File: src/rtl/uart_mv_pkg.sv
package uart_mv_pkg;

    localparam int unsigned UMV_DATA_BITS = 8;
    localparam int unsigned UMV_OVS       = 16;

    typedef enum logic [1:0] {
        RX_IDLE  = 2'd0,
        RX_START = 2'd1,
        RX_DATA  = 2'd2
    } rx_state_e;

    typedef struct packed {
        logic valid;
        logic value;
    } vote_t;

    function automatic logic maj3(input logic a, input logic b, input logic c);
        return (a & b) | (a & c) | (b & c);
    endfunction

endpackage

File: src/rtl/uart_mv_sync.sv
module uart_mv_sync (
    input  logic clk,
    input  logic rst,
    input  logic din,
    output logic dout
);
    logic [1:0] stage;

    always_ff @(posedge clk) begin
        if (rst) stage <= 2'b11;
        else     stage <= {stage[0], din};
    end

    assign dout = stage[1];
endmodule

File: src/rtl/uart_mv_voter.sv
module uart_mv_voter
    import uart_mv_pkg::*;
#(
    parameter int unsigned OVS = UMV_OVS
) (
    input  logic  clk,
    input  logic  rst,
    input  logic  tick,
    input  logic  active,
    input  logic  restart,
    input  logic  line,
    output vote_t vote
);
    localparam int unsigned CNT_W = $clog2(OVS);
    localparam int unsigned MID   = OVS / 2;
    localparam logic [CNT_W-1:0] ST_A = CNT_W'(MID - 1);
    localparam logic [CNT_W-1:0] ST_B = CNT_W'(MID);
    localparam logic [CNT_W-1:0] ST_C = CNT_W'(MID + 1);
    localparam logic [CNT_W-1:0] ST_LAST = CNT_W'(OVS - 1);

    logic [CNT_W-1:0] phase;
    logic [CNT_W-1:0] phase_nxt;
    logic             smp_a;
    logic             smp_b;
    logic             step;

    assign phase_nxt = (phase == ST_LAST) ? '0 : phase + 1'b1;
    assign step      = tick & active;

    always_ff @(posedge clk) begin
        if (rst) begin
            phase <= '0;
            smp_a <= 1'b1;
            smp_b <= 1'b1;
        end else if (restart) begin
            phase <= '0;
            smp_a <= 1'b1;
            smp_b <= 1'b1;
        end else if (step) begin
            phase <= phase_nxt;
            if (phase_nxt == ST_A) smp_a <= line;
            if (phase_nxt == ST_B) smp_b <= line;
        end
    end

    always_comb begin
        vote.valid = step & (phase_nxt == ST_C);
        vote.value = maj3(smp_a, smp_b, line);
    end
endmodule

File: src/rtl/uart_mv_shreg.sv
module uart_mv_shreg #(
    parameter int unsigned DATA_BITS = 8
) (
    input  logic                 clk,
    input  logic                 rst,
    input  logic                 preset,
    input  logic                 shift_en,
    input  logic                 bit_in,
    output logic                 left_bit,
    output logic [DATA_BITS-1:0] data_out
);
    localparam int unsigned SR_W = DATA_BITS + 1;

    logic [SR_W-1:0] sr;

    always_ff @(posedge clk) begin
        if (rst)           sr <= '1;
        else if (preset)   sr <= '1;
        else if (shift_en) sr <= {sr[SR_W-2:0], bit_in};
    end

    assign left_bit = sr[SR_W-1];

    for (genvar i = 0; i < DATA_BITS; i++) begin : g_rev
        assign data_out[i] = sr[DATA_BITS-1-i];
    end
endmodule

File: src/rtl/uart_mv_rx.sv
module uart_mv_rx
    import uart_mv_pkg::*;
#(
    parameter int unsigned DATA_BITS = UMV_DATA_BITS,
    parameter int unsigned OVS       = UMV_OVS
) (
    input  logic                 clk,
    input  logic                 rst,
    input  logic                 tick16,
    input  logic                 rxd,
    input  logic                 clr_done,
    output logic [DATA_BITS-1:0] rx_byte,
    output logic                 rx_stop,
    output logic                 rx_done,
    output logic                 rx_overrun
);
    rx_state_e            state;
    logic                 line_s;
    logic                 last_s;
    logic                 fall;
    logic                 active;
    vote_t                vote;
    logic                 vote_valid;
    logic                 vote_value;
    logic                 left_bit;
    logic                 shift_en;
    logic                 complete;
    logic [DATA_BITS-1:0] asm_data;

    uart_mv_sync u_sync (
        .clk  (clk),
        .rst  (rst),
        .din  (rxd),
        .dout (line_s)
    );

    assign fall   = tick16 & (state == RX_IDLE) & last_s & ~line_s;
    assign active = (state != RX_IDLE);

    uart_mv_voter #(.OVS(OVS)) u_voter (
        .clk     (clk),
        .rst     (rst),
        .tick    (tick16),
        .active  (active),
        .restart (fall),
        .line    (line_s),
        .vote    (vote)
    );

    assign vote_valid = vote.valid;
    assign vote_value = vote.value;

    assign shift_en = vote_valid &
                      (((state == RX_START) & ~vote_value) |
                       ((state == RX_DATA) & left_bit));
    assign complete = vote_valid & (state == RX_DATA) & ~left_bit;

    uart_mv_shreg #(.DATA_BITS(DATA_BITS)) u_shreg (
        .clk      (clk),
        .rst      (rst),
        .preset   (fall),
        .shift_en (shift_en),
        .bit_in   (vote_value),
        .left_bit (left_bit),
        .data_out (asm_data)
    );

    always_ff @(posedge clk) begin
        if (rst) begin
            state  <= RX_IDLE;
            last_s <= 1'b1;
        end else begin
            if (tick16) last_s <= line_s;
            case (state)
                RX_IDLE:  if (fall) state <= RX_START;
                RX_START: if (vote_valid) state <= vote_value ? RX_IDLE : RX_DATA;
                RX_DATA:  if (complete) state <= RX_IDLE;
                default:  state <= RX_IDLE;
            endcase
        end
    end

    always_ff @(posedge clk) begin
        if (rst) begin
            rx_byte    <= '0;
            rx_stop    <= 1'b0;
            rx_done    <= 1'b0;
            rx_overrun <= 1'b0;
        end else begin
            if (clr_done) begin
                rx_done    <= 1'b0;
                rx_overrun <= 1'b0;
            end
            if (complete) begin
                if (!rx_done || clr_done) begin
                    rx_byte <= asm_data;
                    rx_stop <= vote_value;
                    rx_done <= 1'b1;
                end else begin
                    rx_overrun <= 1'b1;
                end
            end
        end
    end
endmodule

File: config.mk
export PLATFORM = sky130hd
export DESIGN_NAME = uart_mv_rx
export DESIGN_NICKNAME = d
export VERILOG_FILES = /design/src/rtl/uart_mv_pkg.sv /design/src/rtl/uart_mv_sync.sv /design/src/rtl/uart_mv_voter.sv /design/src/rtl/uart_mv_shreg.sv /design/src/rtl/uart_mv_rx.sv
export SDC_FILE = /design/constraint.sdc
export NUM_CORES = 1
export LEC_CHECK = 0
export ABC_AREA = 1
export BUFFER_PORTS_ARGS = -buffer_cell sky130_fd_sc_hd__buf_2
export CAP_MARGIN = 25
export CORE_UTILIZATION = 30
export CTS_BUF_LIST = sky130_fd_sc_hd__clkbuf_8
export CTS_CLUSTER_DIAMETER = 150
export CTS_CLUSTER_SIZE = 16
export DETAILED_ROUTE_END_ITERATION = 8
export GPL_TIMING_DRIVEN = 1
export PLACE_DENSITY = 0.45
export SYNTH_ARGS = -nofsm -noshare
export SYNTH_HDL_FRONTEND = slang
export SYNTH_SLANG_ARGS = --single-unit
File: constraint.sdc
create_clock -name clk -period 1.65 [get_ports clk]
set_clock_uncertainty 0.05 [all_clocks]
set_input_delay 0.0825 -clock clk [delete_from_list [all_inputs] [get_ports clk]]
set_output_delay 0.0825 -clock clk [all_outputs]
set_load 0.1 [all_outputs]
Word-level counts from Yosys, hierarchy flattened
Cells that the tools add are included.
Widths: inputs -> output; s select.
{"block": "classes", "add_sub_neg": 1, "n_eq_ne": 9, "n_mux": 12, "bitwise_logic": 19, "reduce_logical": 9}
{"op": "$and 1x1->1", "count": 13}
{"op": "$eq 4x4->1 const B", "count": 3}
{"op": "$mux 2", "count": 4}
{"op": "$mux 1", "count": 6}
{"op": "$ne 2x2->1 const B", "count": 3}
{"op": "$pmux 2 s3", "count": 1}
{"op": "$reduce_and 2->1", "count": 3}
{"op": "$add 4x1->4 const B", "count": 1}
{"op": "$eq 4x3->1 const B", "count": 1}
{"op": "$mux 4", "count": 1}
{"op": "$not 1->1", "count": 3}
{"op": "$or 1x1->1", "count": 3}
{"op": "$reduce_and 3->1", "count": 1}
{"op": "$eq 2x1->1 const B", "count": 1}
{"op": "$eq 2x2->1 const B", "count": 1}
{"op": "$logic_not 2->1", "count": 1}
{"op": "$reduce_bool 2->1", "count": 1}
{"op": "$reduce_or 2->1", "count": 1}
{"op": "$logic_not 1->1", "count": 1}
{"op": "$logic_or 1x1->1", "count": 1}
{"block": "word_totals", "regBits": 31, "inputBits": 5, "out_inout_bits": 11, "elab_cells": 61}

Longest topological paths before layout
Gate-level depths: netlist of run 1.
{"block": "depth", "ltp_word": 8, "ltp_mapped": 10, "mapped_depth_nobuf": 9}

Modules after synthesis
Synthesis of run 1 repeated with hierarchy kept, for this count alone.
{"block": "hier_totals", "hier_cells": 217, "area_unflattened_um2": 1537.7}
{"module": "uart_mv_rx", "n_inst": 1, "cells_per_inst": 115, "area_per_inst_um2": 725.7, "seq_area_each_um2": 280.3}
{"module": "uart_mv_voter", "n_inst": 1, "cells_per_inst": 56, "area_per_inst_um2": 434.2, "seq_area_each_um2": 120.1}
{"module": "uart_mv_shreg", "n_inst": 1, "cells_per_inst": 39, "area_per_inst_um2": 319.1, "seq_area_each_um2": 180.2}
{"module": "uart_mv_sync", "n_inst": 1, "cells_per_inst": 7, "area_per_inst_um2": 58.8, "seq_area_each_um2": 40.0}

Worst setup path before layout of run 1
No wires, ideal clock.
{"block": "synth_timing", "path_type": "reg-to-reg", "startpoint": "reg rx_done", "endpoint": "reg rx_byte[0]", "setup_time_ps": 119, "t_arrival_ps": 1737, "required_ps": 1481, "path_slack_ps": -256, "path_stages_with_launch": 5, "n_path_buf": 1, "period_less_slack_ps": 1906, "cell_sequence": "dfxtp_1 -> nand2_1 -> buf_2 -> a21oi_1 -> nor2_1"}
{"block": "synth_via", "elab_chain_len": 3}
{"element": "from (decl)", "line": "uart_mv_rx.sv:14", "text": "output logic rx_done,"}
{"element": "from (signal assigned)", "line": "uart_mv_rx.sv:87", "text": "rx_done <= 1'b0;"}
{"element": "from (signal assigned)", "line": "uart_mv_rx.sv:91", "text": "rx_done <= 1'b0;"}
{"element": "from (signal assigned)", "line": "uart_mv_rx.sv:98", "text": "rx_done <= 1'b1;"}
{"element": "$logic_not 1->1", "line": "uart_mv_rx.sv:95", "text": "if (!rx_done || clr_done) begin"}
{"element": "$logic_or 1x1->1", "line": "uart_mv_rx.sv:95"}
{"element": "$reduce_and 2->1 (no source line)"}
{"element": "to (signal assigned)", "line": "uart_mv_rx.sv:96", "text": "rx_byte <= asm_data;"}
{"element": "to (decl)", "line": "uart_mv_rx.sv:12", "text": "output logic [DATA_BITS-1:0] rx_byte,"}
Every way passes these cells.
A chain may end at the register's enable or synchronous reset.

Worst setup path after layout of run 1
{"block": "layout_timing", "startpoint": "reg u_voter.phase[0]", "endpoint": "reg rx_byte[6]"}
{"block": "layout_via", "elab_chain_len": 7, "word_cells_on_any_way": 8, "classes_between": "1 x add/sub; 2 x eq/ne; 1 x mux; 3 x bitwise; 1 x reduce/logical"}
{"element": "from (decl)", "line": "uart_mv_voter.sv:21", "text": "logic [CNT_W-1:0] phase;"}
{"element": "from (signal assigned)", "line": "uart_mv_voter.sv:40", "text": "phase <= phase_nxt;"}
{"element": "$add 4x1->4 / $eq 4x4->1 (equally long branches)", "line": "uart_mv_voter.sv:27", "text": "assign phase_nxt = (phase == ST_LAST) ? '0 : phase + 1'b1;"}
{"element": "$mux 4 (*)", "line": "uart_mv_voter.sv:27"}
{"element": "$eq 4x4->1 (*)", "line": "uart_mv_voter.sv:47", "text": "vote.valid = step & (phase_nxt == ST_C);"}
{"element": "$and 1x1->1 (*)", "line": "uart_mv_voter.sv:47"}
{"element": "$and 1x1->1 (*) (2 in a row)", "line": "uart_mv_rx.sv:56", "text": "assign complete = vote_valid & (state == RX_DATA) & ~left_bit;"}
{"element": "$reduce_and 2->1 (no source line) (*)"}
Every way passes the cells marked *; elsewhere a longest branch is shown, timed or not.

==> impl_metrics.csv, run 1 <==
group,metric,value,unit
global_routing,antenna_found_initial,0,
clocking,cts_buffer_depth,2,
synth,postSynthAreaPerCell,7.55,um^2
timing,finalCriticalPeriod,1.66,ns
global_routing,grt_overflow_total,0,
flow_run,maxCapViolations,0,
clocking,cts_htree_levels,2,
drt,antenna_left,0,
synth,synth.cell_area,1340,um^2
global_routing,grtUsageTotal,0.143,
layout,num-fill-cells,440,
floorplanning,die_h,68.7,um
pwr,total_power,1.39,mW
timing,slew_headroom,0.549,
place,gp_congestion,0.833,
global_routing,grt_max_degree,19,
drt,detail_route.wl_per_cell,11.5,um
timing,rsz0062_at_grt,"true",
clocking,clkTransAtPathRegs,0.06,ns
global_routing,grt_pass1_vias,1056,
timing,finalMaxSlewViolations,0,
timing,finalSetupViolCount,6,
floorplanning,ios,16,
timing,final-hold-violation-count,0,
drt,routed_wl,3.03,mm
timing,max_slew.worst_pin.slew,0.674,ns
floorplanning,die_width,68.7,um
outcome,status,"complete, but fails checks",
floorplanning,die_area,4730,um^2
clocking,cts_num_sinks,31,
worst_setup_path,crit_arrival,1.78,ns
timing,post-route-period-util,1.01,
global_routing,grt_pass1_wl,4.87,mm
drt,avgViaCountPerCell,4.51,
timing,fmax,602,MHz
timing,fin_ws,-0.0118,ns
place,port_buffers,15,
synth,syn-num-nets,186,
synth,ys_warn_count,0,
synth,yosysSeqAreaShare,0.464,
place,dpl.hpwl,1.95,mm
pwr,leakage,0.830,nW
synth,synth_cells,177,
drt,drtIter0Drc,71,
layout,num_antenna_cells,0,
worst_setup_path,crit_type,"flip-flop to flip-flop",
min_path,hp-class,"input pin to flip-flop",
worst_setup_path,cp_data_required_time,1.77,ns
layout,final_area,1810,um^2
floorplanning,initial_utilization,0.322,
drt,drc,0,
timing,tns,-0.0408,ns
layout,regArea,628,um^2
clocking,clockRootBuffer,"clkbuf_8",
drt,drtPass1Iterations,4,
pwr,vdd_ir_drop_max,0.431,mV
layout,drive_gt1_frac,0.343,
clocking,cts_tree,"built",
layout,postLayoutCoreUtil,0.437,
worst_setup_path,startpoint_type,"flip-flop",
drt,vias,1187,
worst_setup_path,crit_path_end_kind,"flip-flop",
outcome,violations,"setup timing",
place,place_area,1520,um^2
synth,ys_types,23,
worst_setup_path,cp_max_fo,5,
floorplanning,row_count,23,
floorplanning,core_area,4140,um^2
layout,final_nets,222,
layout,syn2layout_area_growth,35.4,%
layout,multiInputGateArea,699,um^2
synth,ys_ff_latch,31,
pwr,p_per_area,770,nW/um^2
clocking,insertion_delay,0.27,ns
clocking,cts_buffers,5,
==> power by group <==
part | total, mW | switching [mW] | internal (mW) | leakage (nW)
logic | 0.0520 | 0.0312 | 0.0208 | 0.530
registers | 0.755 | 0.00356 | 0.752 | 0.253
clock network | 0.586 | 0.260 | 0.326 | 0.0470
==> cell type report <==
type,instances,share of cell area
Sequential cell,31,0.347
Clock inverter,1,0.00277
Tap cell,50,0.0346
Inverter,24,0.0498
Timing Repair Buffer,35,0.133
Multi-Input combinational cell,116,0.387
Clock buffer,6,0.0456
==> synthesized netlist by cell type <==
master    instances  share of area
buf_1             1         0.0028
buf_4             2          0.011
nand2_1          26          0.073
a21oi_1          26          0.097
o21ai_1          10          0.037
ha_1              4          0.037
nand4_1           2         0.0094
o21ai_2           1         0.0066
a21oi_2           2          0.013
nand3_1          17          0.064
inv_2             1         0.0028
buf_2             1         0.0037
nor3b_1           1         0.0056
dfxtp_1          31           0.46
clkbuf_1          1         0.0028
nor2_2            2         0.0094
nand2_2           1         0.0047
buf_6             1         0.0084
o21ai_0           5          0.019
inv_1            23          0.065
nand2_4           1         0.0084
or2_2             2         0.0094
nor2_1           16          0.045
==> flip-flops by register name, indices dropped and copies added, names as in the netlist <==
signal         cells
u_voter.phase      4
rx_byte            8
rx_overrun         1
rx_stop            1
u_voter.smp_b      1
last_s             1
u_sync.stage       2
u_shreg.sr         9
state              2
rx_done            1
u_voter.smp_a      1
==> metal layers <==
metal  track usage  wire [um]
met1         0.179       1530
met2         0.223       1350
met3        0.0477        100
met4        0.0612         49
met5             0          0
==> path summary, 6_finish.rpt <==
| path | end | depth (start not counted) | slack [ns] | from |
|---|---|---|---|---|
| max | rx_byte[6] | 10 | -0.01 | u_voter.phase[0] |
| min | last_s | 3 | 0.03 | tick16 |
| max reg2reg | rx_byte[6] | 10 | -0.01 | u_voter.phase[0] |
| min reg2reg | u_sync.stage[1] | 1 | 0.37 | u_sync.stage[0] |
==> cells by family after synthesis <==
family | count (synthesis) | share of synthesized area
fa+ha+maj | 4 | 0.0375
flops | 31 | 0.464
simple gates | 68 | 0.228
buf+inv | 30 | 0.0964
compound gates | 44 | 0.173
==> repair_timing <==
item / 4_1_cts / 5_1_grt
pin swaps: 0 / 14
setup endpoints to repair: 9 / 21
gates cloned: 2 / 0
buffers inserted: 6 / 3
hold endpoints to repair: 3 / 0
gates resized for setup: 13 / 21
hold buffers: 2 / 0
==> cells in the final DEF, fill, tap and decap left out <==
cell / n
a21oi_1: 19
a21oi_2: 8
a21oi_4: 1
buf_2: 15
buf_4: 15
buf_6: 3
clkbuf_8: 6
clkinv_2: 1
dfxtp_1: 27
dfxtp_2: 3
dfxtp_4: 1
dlygate4sd3_1: 2
ha_1: 3
ha_4: 1
inv_1: 22
inv_2: 2
nand2_1: 23
nand2_2: 3
nand2_4: 1
nand2_8: 1
nand3_1: 12
nand3_2: 4
nand3_4: 1
nand4_1: 2
nor2_1: 15
nor2_2: 2
nor2_4: 1
nor3b_2: 1
o21ai_0: 5
o21ai_1: 10
o21ai_2: 1
or2_2: 2
==> stage by stage <==
| stage | hold WS (ns) | std cells | setup WS, ns |
|---|---|---|---|
| finish | 0.0333 | 263 | -0.0118 |
| global route | 0.0588 | 263 | -0.116 |
| CTS | 0.00611 | 263 | -0.0325 |
| detailed placement | 0.224 | 246 | -0.0325 |
| global placement | 0.219 | 246 | 0.0148 |
| floorplan | 0.0975 | 177 | 0.0902 |
==> worst max-delay path, stage by stage (launching register included) <==
cell and delay (ns):
dfxtp_4 0.36, ha_4 0.17, inv_2 0.05, nand2_2 0.05, a21oi_2 0.16, nand4_1 0.17, nor2_4 0.20, buf_6 0.14
nand3_1 0.07, nand2_1 0.09, nor2_1 0.04
(Power assumes the default switching activity.)
==> run 2, diff against run 1 <==
--- a/config.mk
+++ b/config.mk
@@ -5,7 +5,6 @@
 export SDC_FILE = /design/constraint.sdc
 export NUM_CORES = 1
 export LEC_CHECK = 0
-export ABC_AREA = 1
 export BUFFER_PORTS_ARGS = -buffer_cell sky130_fd_sc_hd__buf_2
 export CAP_MARGIN = 25
 export CORE_UTILIZATION = 30
==> run 2 against run 1 <==
  * Utilization down 3.4 points
  * Sequential share of layout area rose by 0.73 points
  * Largest cell class unchanged
  * Clock power rose by 2%
  * First-iteration DRC count fell by 54%
  * Highest routed layer unchanged
  * The flow now finishes without violations
  * Setup slack better by 0.026 ns
  * Synthesized cell count down 13%
==> impl_metrics.csv, run 2 <==
group,metric,value,unit
timing,fin_ws,0.0144,ns
clocking,cts_buffers,5,
timing,post-route-period-util,0.991,
layout,mostFrequentLayoutCells,"dfxtp_1 (27), nor2_1 (16), buf_2 (15), a21oi_1 (13), buf_4 (13)",
layout,reg_top3,"u_shreg.sr (9), rx_byte (8), u_voter.phase (4)",
synth,synthAdderAreaFrac,0.0430,
timing,max_slew.worst_pin.slew,0.564,ns
pwr,p_int,1.10,mW
pwr,combPwrFrac,0.031,
worst_setup_path,startpoint_type,"flip-flop",
min_path,hp-class,"input pin to flip-flop",
clocking,clockRootBuffer,"clkbuf_8",
worst_setup_path,crit_type,"flip-flop to flip-flop",
timing,finalSetupViolCount,0,
global_routing,grt_pass1_wl,5.31,mm
worst_setup_path,path_cells,"ha_4 > buf_4 > or4_4 > o31ai_4 > mux2i_1",
worst_setup_path,slowest_stage,"or4_4",
layout,largest_reg_flops,9,
drt,antenna_left,0,
layout,mostFrequentLayoutCell,"dfxtp_1",
pwr,p_per_area,784,nW/um^2
floorplanning,initial_utilization,0.317,
synth,synth_edf_count,0,
synth,ys_ff_latch,31,
worst_setup_path,slowest_delay,0.54,ns
timing,fmax,611,MHz
synth,yosys-top-cells-count,"dfxtp_1 (31), nor2_1 (17), a21oi_1 (14)",
synth,ys_types,40,
drt,detail_route.wl_per_cell,13.4,um
global_routing,grtUsageTotal,0.136,
floorplanning,core_area,4410,um^2
synth,syn-num-nets,163,
layout,largest_register,"u_shreg.sr",
pwr,vdd_ir_drop_max,0.348,mV
timing,finalMaxSlewViolations,0,
global_routing,grt_max_degree,18,
drt,drc,0,
place,port_buffers,15,
drt,drtPass1Iterations,4,
floorplanning,row_count,24,
worst_setup_path,cp_data_required_time,1.80,ns
clocking,clkTransAtPathRegs,0.06,ns
synth,synth-compound-area-share,0.186,
global_routing,grt_overflow_total,0,
clocking,cts_tree,"built",
synth,synthMuxAreaShare,0.0716,
pwr,seqPwrFrac,0.541,
synth,yosys.area.top_type,"dfxtp_1",
synth,yosysMostFrequentCell,"dfxtp_1",
layout,syn2layout_area_growth,27.3,%
synth,yosys.area_share.simple,0.205,
timing,rsz0062_at_grt,"true",
timing,finalCriticalPeriod,1.64,ns
synth,synth_top_area_frac,0.444,
worst_setup_path,cp_max_fo,8,
worst_setup_path,crit_path_end_kind,"flip-flop",
timing,final-hold-violation-count,0,
synth,postSynthAreaPerCell,9.08,um^2
place,dpl.hpwl,2.21,mm
place,pre_cts_slack,-0.0152,ns
floorplanning,die_area,4940,um^2
drt,drtIter0Drc,33,
outcome,status,"finished clean",
clocking,cts_htree_levels,2,
synth,synth.cell_area,1400,um^2
timing,slew_headroom,0.624,
layout,final_nets,191,
global_routing,grt_pass1_vias,1144,
synth,synthXorXnorAreaFrac,0.00627,
clocking,cts_num_sinks,31,
flow_run,maxCapViolations,0,
drt,vias,1232,
drt,avgViaCountPerCell,5.26,
drt,routed_wl,3.14,mm
pwr,p_switching,300,uW
pwr,switching_share,0.215,
synth,ys_async_sr_fraction,0,
pwr,p_clk_frac,0.427,
synth,synth_top_flop_cell,"dfxtp_1",
clocking,insertion_delay,0.27,ns
pwr,total_power,1.40,mW
floorplanning,die_width,70.3,um
synth,synth_cells,154,
floorplanning,die_h,70.3,um
pwr,leakage,0.712,nW
clocking,cts_buffer_depth,2,
layout,num-fill-cells,457,
global_routing,antenna_found_initial,0,
synth,yosysSeqAreaShare,0.444,
floorplanning,ios,16,
synth,synth_area_leaders,"dfxtp_1 (44%), mux2i_1 (7.2%), a21oi_1 (5.0%)",
synth,ys_warn_count,0,
place,gp_congestion,0.788,
layout,num_antenna_cells,0,
timing,whs,0.0470,ns
worst_setup_path,crit_arrival,1.79,ns
layout,drive_gt1_frac,0.308,
synth,synth_top_family_by_area,"simple AND/OR/NAND/NOR gates",
-- run 2: through the flow --
stage	std cells	utilization	cell area, um^2	setup TNS [ns]
after floorplan	154	-	1410	0
after global placement	220	0.358	1580	-0.00164
after detailed placement	220	0.358	1580	-0.0195
after CTS	233	0.394	1740	0
after global routing	234	0.403	1780	-0.0442
final	234	0.403	1780	0
-- run 2: final timing paths --
path,from,endpoint,slack [ns],cells past startpoint
max,u_voter.phase[1],u_voter.smp_a,0.01,5
min,tick16,last_s,0.05,2
max reg2reg,u_voter.phase[1],u_voter.smp_a,0.01,5
min reg2reg,u_sync.stage[0],u_sync.stage[1],0.36,1
-- run 2: final cells by class --
cell class                 instances  area (um^2)  share of cell area
clock buffer                       6         82.6              0.0464
clock inverter                     1         5.00             0.00281
inverter                           2         7.51             0.00422
multi-input combinational        111          776               0.436
sequential                        31          631               0.354
tap                               52         65.1              0.0366
timing repair buffer              31          213               0.120
-- run 2: routing by layer --
layer  global-route usage  wire length (um)  vias up
met5                    0                 0        -
met4               0.0533                46        0
met3               0.0519               137        6
met2                0.190              1360       21
met1                0.187              1590      595
li1                     -                 -      610
-- run 2: critical path, delay by kind of cell, from the launching register on --
family	cells	cell delay, ns
buffers and inverters	1	0.14
and+or+nand+nor	1	0.54
AOI/OAI and AO/OA	1	0.08
muxes	1	0.20
DFF	1	0.38
adders and majority gates	1	0.17
-- run 2: kinds of logic (layout without fill, tap and decap cells) --
| logic type | Yosys count | count (layout) |
|---|---|---|
| AOI/OAI and AO/OA | 40 | 40 |
| xor gates and xnor gates | 1 | 1 |
| adders and majority gates | 5 | 5 |
| buffers and inverters | 12 | 40 |
| DFF | 31 | 31 |
| muxes | 10 | 10 |
| and+or+nand+nor | 55 | 55 |
-- run 2: power by group through the flow --
stage | logic, mW | registers [mW] | clock network, mW
2_1_floorplan | 0.0279 | 0.773 | 0
3_3_place_gp | 0.0364 | 0.775 | 0
3_5_place_dp | 0.0367 | 0.775 | 0
4_1_cts | 0.0430 | 0.755 | 0.612
5_1_grt | 0.0484 | 0.756 | 0.644
6_report | 0.0437 | 0.756 | 0.596
-- run 2: timing repair --
item	in CTS	in global routing
gates resized for setup	6	8
endpoints found under the hold margin	2	0
endpoints found under the setup margin	3	17
cloned	0	0
hold buffers	2	0
buffers inserted	4	1
pin swaps	1	2
==> run 3, diff against run 2 <==
--- a/config.mk
+++ b/config.mk
@@ -12,8 +12,9 @@
 export CTS_CLUSTER_DIAMETER = 150
 export CTS_CLUSTER_SIZE = 16
 export DETAILED_ROUTE_END_ITERATION = 8
-export GPL_TIMING_DRIVEN = 1
+export GPL_TIMING_DRIVEN = 0
 export PLACE_DENSITY = 0.45
+export SLEW_MARGIN = 30
 export SYNTH_ARGS = -nofsm -noshare
 export SYNTH_HDL_FRONTEND = slang
 export SYNTH_SLANG_ARGS = --single-unit
==> run 3 against run 2 <==
  * The run now ends with setup timing left
  * Critical path depth up 1
  * Global-route usage up 1.7 points
  * Cell area up 5.0%
  * Power up 13%
  * Wire length up 12%
  * Utilization up 2.0 points
  * Clock-buffer cell count unchanged
  * Flip-flop and latch count unchanged
  * Sequential power about the same
  * First-iteration DRC count up 120%
  * Sequential share of layout area down 1.7 points
==> impl_metrics.csv, run 3 (same netlist as run 2, synthesis figures left out) <==
group,metric,value,unit
worst_setup_path,crit_start,"u_voter.phase[0]",
outcome,violations,"setup timing",
timing,rsz0062_at_grt,"true",
worst_setup_path,cp_data_required_time,1.81,ns
timing,post-route-period-util,1.04,
flow_run,maxCapViolations,0,
floorplanning,row_count,24,
global_routing,grt_pass1_vias,1219,
pwr,total_power,1.58,mW
timing,slew_headroom,0.657,
global_routing,grt_overflow_total,0,
drt,vias,1261,
layout,num_antenna_cells,0,
clocking,cts_htree_levels,2,
worst_setup_path,path_cells,"inv_4 > ha_4 > o211ai_1 > or4_4 > o31ai_4 > mux2i_1",
drt,drtIter0Drc,73,
floorplanning,initial_utilization,0.317,
worst_setup_path,slowest_delay,0.58,ns
clocking,cts_tree,"built",
place,pre_cts_slack,-0.134,ns
worst_setup_path,r2r-start,"u_voter.phase[0]",
drt,detail_route.wl_per_cell,14.5,um
layout,largest_reg_flops,9,
worst_setup_path,path_buf_inv,1,
floorplanning,die_width,70.3,um
place,dp_cells,220,
timing,max_slew.worst_pin.slew,0.508,ns
floorplanning,core_area,4410,um^2
global_routing,grt_max_degree,11,
min_path,hp-class,"input pin to flip-flop",
worst_setup_path,crit_arrival,1.88,ns
pwr,leakage,0.754,nW
worst_setup_path,critical_path.top_delay_family,"simple AND/OR/NAND/NOR gates",
drt,antenna_left,0,
layout,postLayoutCoreUtil,0.423,
place,dpl.hpwl,2.33,mm
drt,drtPass1Iterations,4,
min_path,hold_start,"tick16",
layout,largest_register,"u_shreg.sr",
global_routing,antenna_found_initial,0,
place,gp_congestion,0.781,
pwr,p_per_area,848,nW/um^2
floorplanning,die_area,4940,um^2
layout,instances_no_fill,242,
layout,reg_top3,"u_shreg.sr (9), rx_byte (8), u_voter.phase (4)",
layout,mostFrequentLayoutCell,"dfxtp_1",
layout,mostFrequentLayoutCells,"dfxtp_1 (27), buf_2 (18), nor2_1 (17), a21oi_1 (13)",
timing,finalMaxSlewViolations,0,
timing,whs,0.0461,ns
outcome,status,"complete, but fails checks",
worst_setup_path,slowest_stage,"or4_4",
drt,drc,0,
clocking,cts_buffer_depth,2,
timing,finalSetupViolCount,4,
worst_setup_path,crit_path_end_kind,"flip-flop",
clocking,clockRootBuffer,"clkbuf_8",
floorplanning,ios,16,
place,port_buffers,14,
layout,final_nets,198,
worst_setup_path,crit_type,"flip-flop to flip-flop",
global_routing,grtUsageTotal,0.154,
layout,syn2layout_area_growth,33.7,%
clocking,cts_num_sinks,31,
global_routing,grt_pass1_wl,5.95,mm
timing,final-hold-violation-count,0,
pwr,vdd_ir_drop_max,0.474,mV
timing,fin_ws,-0.0619,ns
clocking,clkTransAtPathRegs,0.07,ns
drt,routed_wl,3.51,mm
clocking,cts_buffers,5,
floorplanning,die_h,70.3,um
worst_setup_path,startpoint_type,"flip-flop",
worst_setup_path,cp_max_fo,6,
drt,avgViaCountPerCell,5.21,
timing,fmax,584,MHz
clocking,insertion_delay,0.28,ns
layout,drive_gt1_frac,0.332,
timing,finalCriticalPeriod,1.71,ns
[run 3: changes by cell type in the layout (fill, tap and decap cells not counted), moves of 2 or more]
cell,before,now
buf_6,0,4
buf_2,15,18
buf_4,13,10
clkbuf_1,0,2
[run 3: power breakdown]
group	switching [mW]	total, mW	internal, mW
combinational	0.0294	0.0506	0.0212
sequential	0.00361	0.754	0.750
clock	0.291	0.779	0.488
[run 3: what timing repair did]
| action | in CTS | in global routing |
|---|---|---|
| endpoints found under the hold margin | 2 | 0 |
| resized for setup | 6 | 21 |
| buffers inserted | 6 | 6 |
| pin swaps | 4 | 2 |
| setup endpoints to repair | 14 | 16 |
| hold buffers | 2 | 0 |
[run 3: worst paths after layout]
kind	to	slack, ns	cells after the start
max	u_voter.smp_a	-0.06	6
min	last_s	0.05	2
max reg2reg	u_voter.smp_a	-0.06	6
min reg2reg	u_sync.stage[1]	0.36	1
[run 3: area by class of cell]
type                            count  area, um^2
Clock buffer                        6        82.6
Fill cell                         448        2550
Timing Repair Buffer               28         195
Buffer                             10        65.1
Sequential cell                    31         631
Multi-Input combinational cell    111         785
Tap cell                           52        65.1
Clock inverter                      2        35.0
Inverter                            2        10.0
[run 3: layer usage]
| layer | up-vias | wire [um] | GRT usage |
|---|---|---|---|
| li1 | 626 | - | - |
| met1 | 608 | 1700 | 0.202 |
| met2 | 22 | 1620 | 0.238 |
| met3 | 5 | 143 | 0.0491 |
| met4 | 0 | 38 | 0.0467 |
| met5 | - | 0 | 0 |
[run 3: per-stage QoR]
stage | instance area (um^2) | TNS (ns)
after floorplan | 1410 | 0
after global placement | 1550 | -0.142
after detailed placement | 1550 | -0.345
after CTS | 1750 | -0.0165
after global routing | 1870 | -1.15
final | 1870 | -0.156
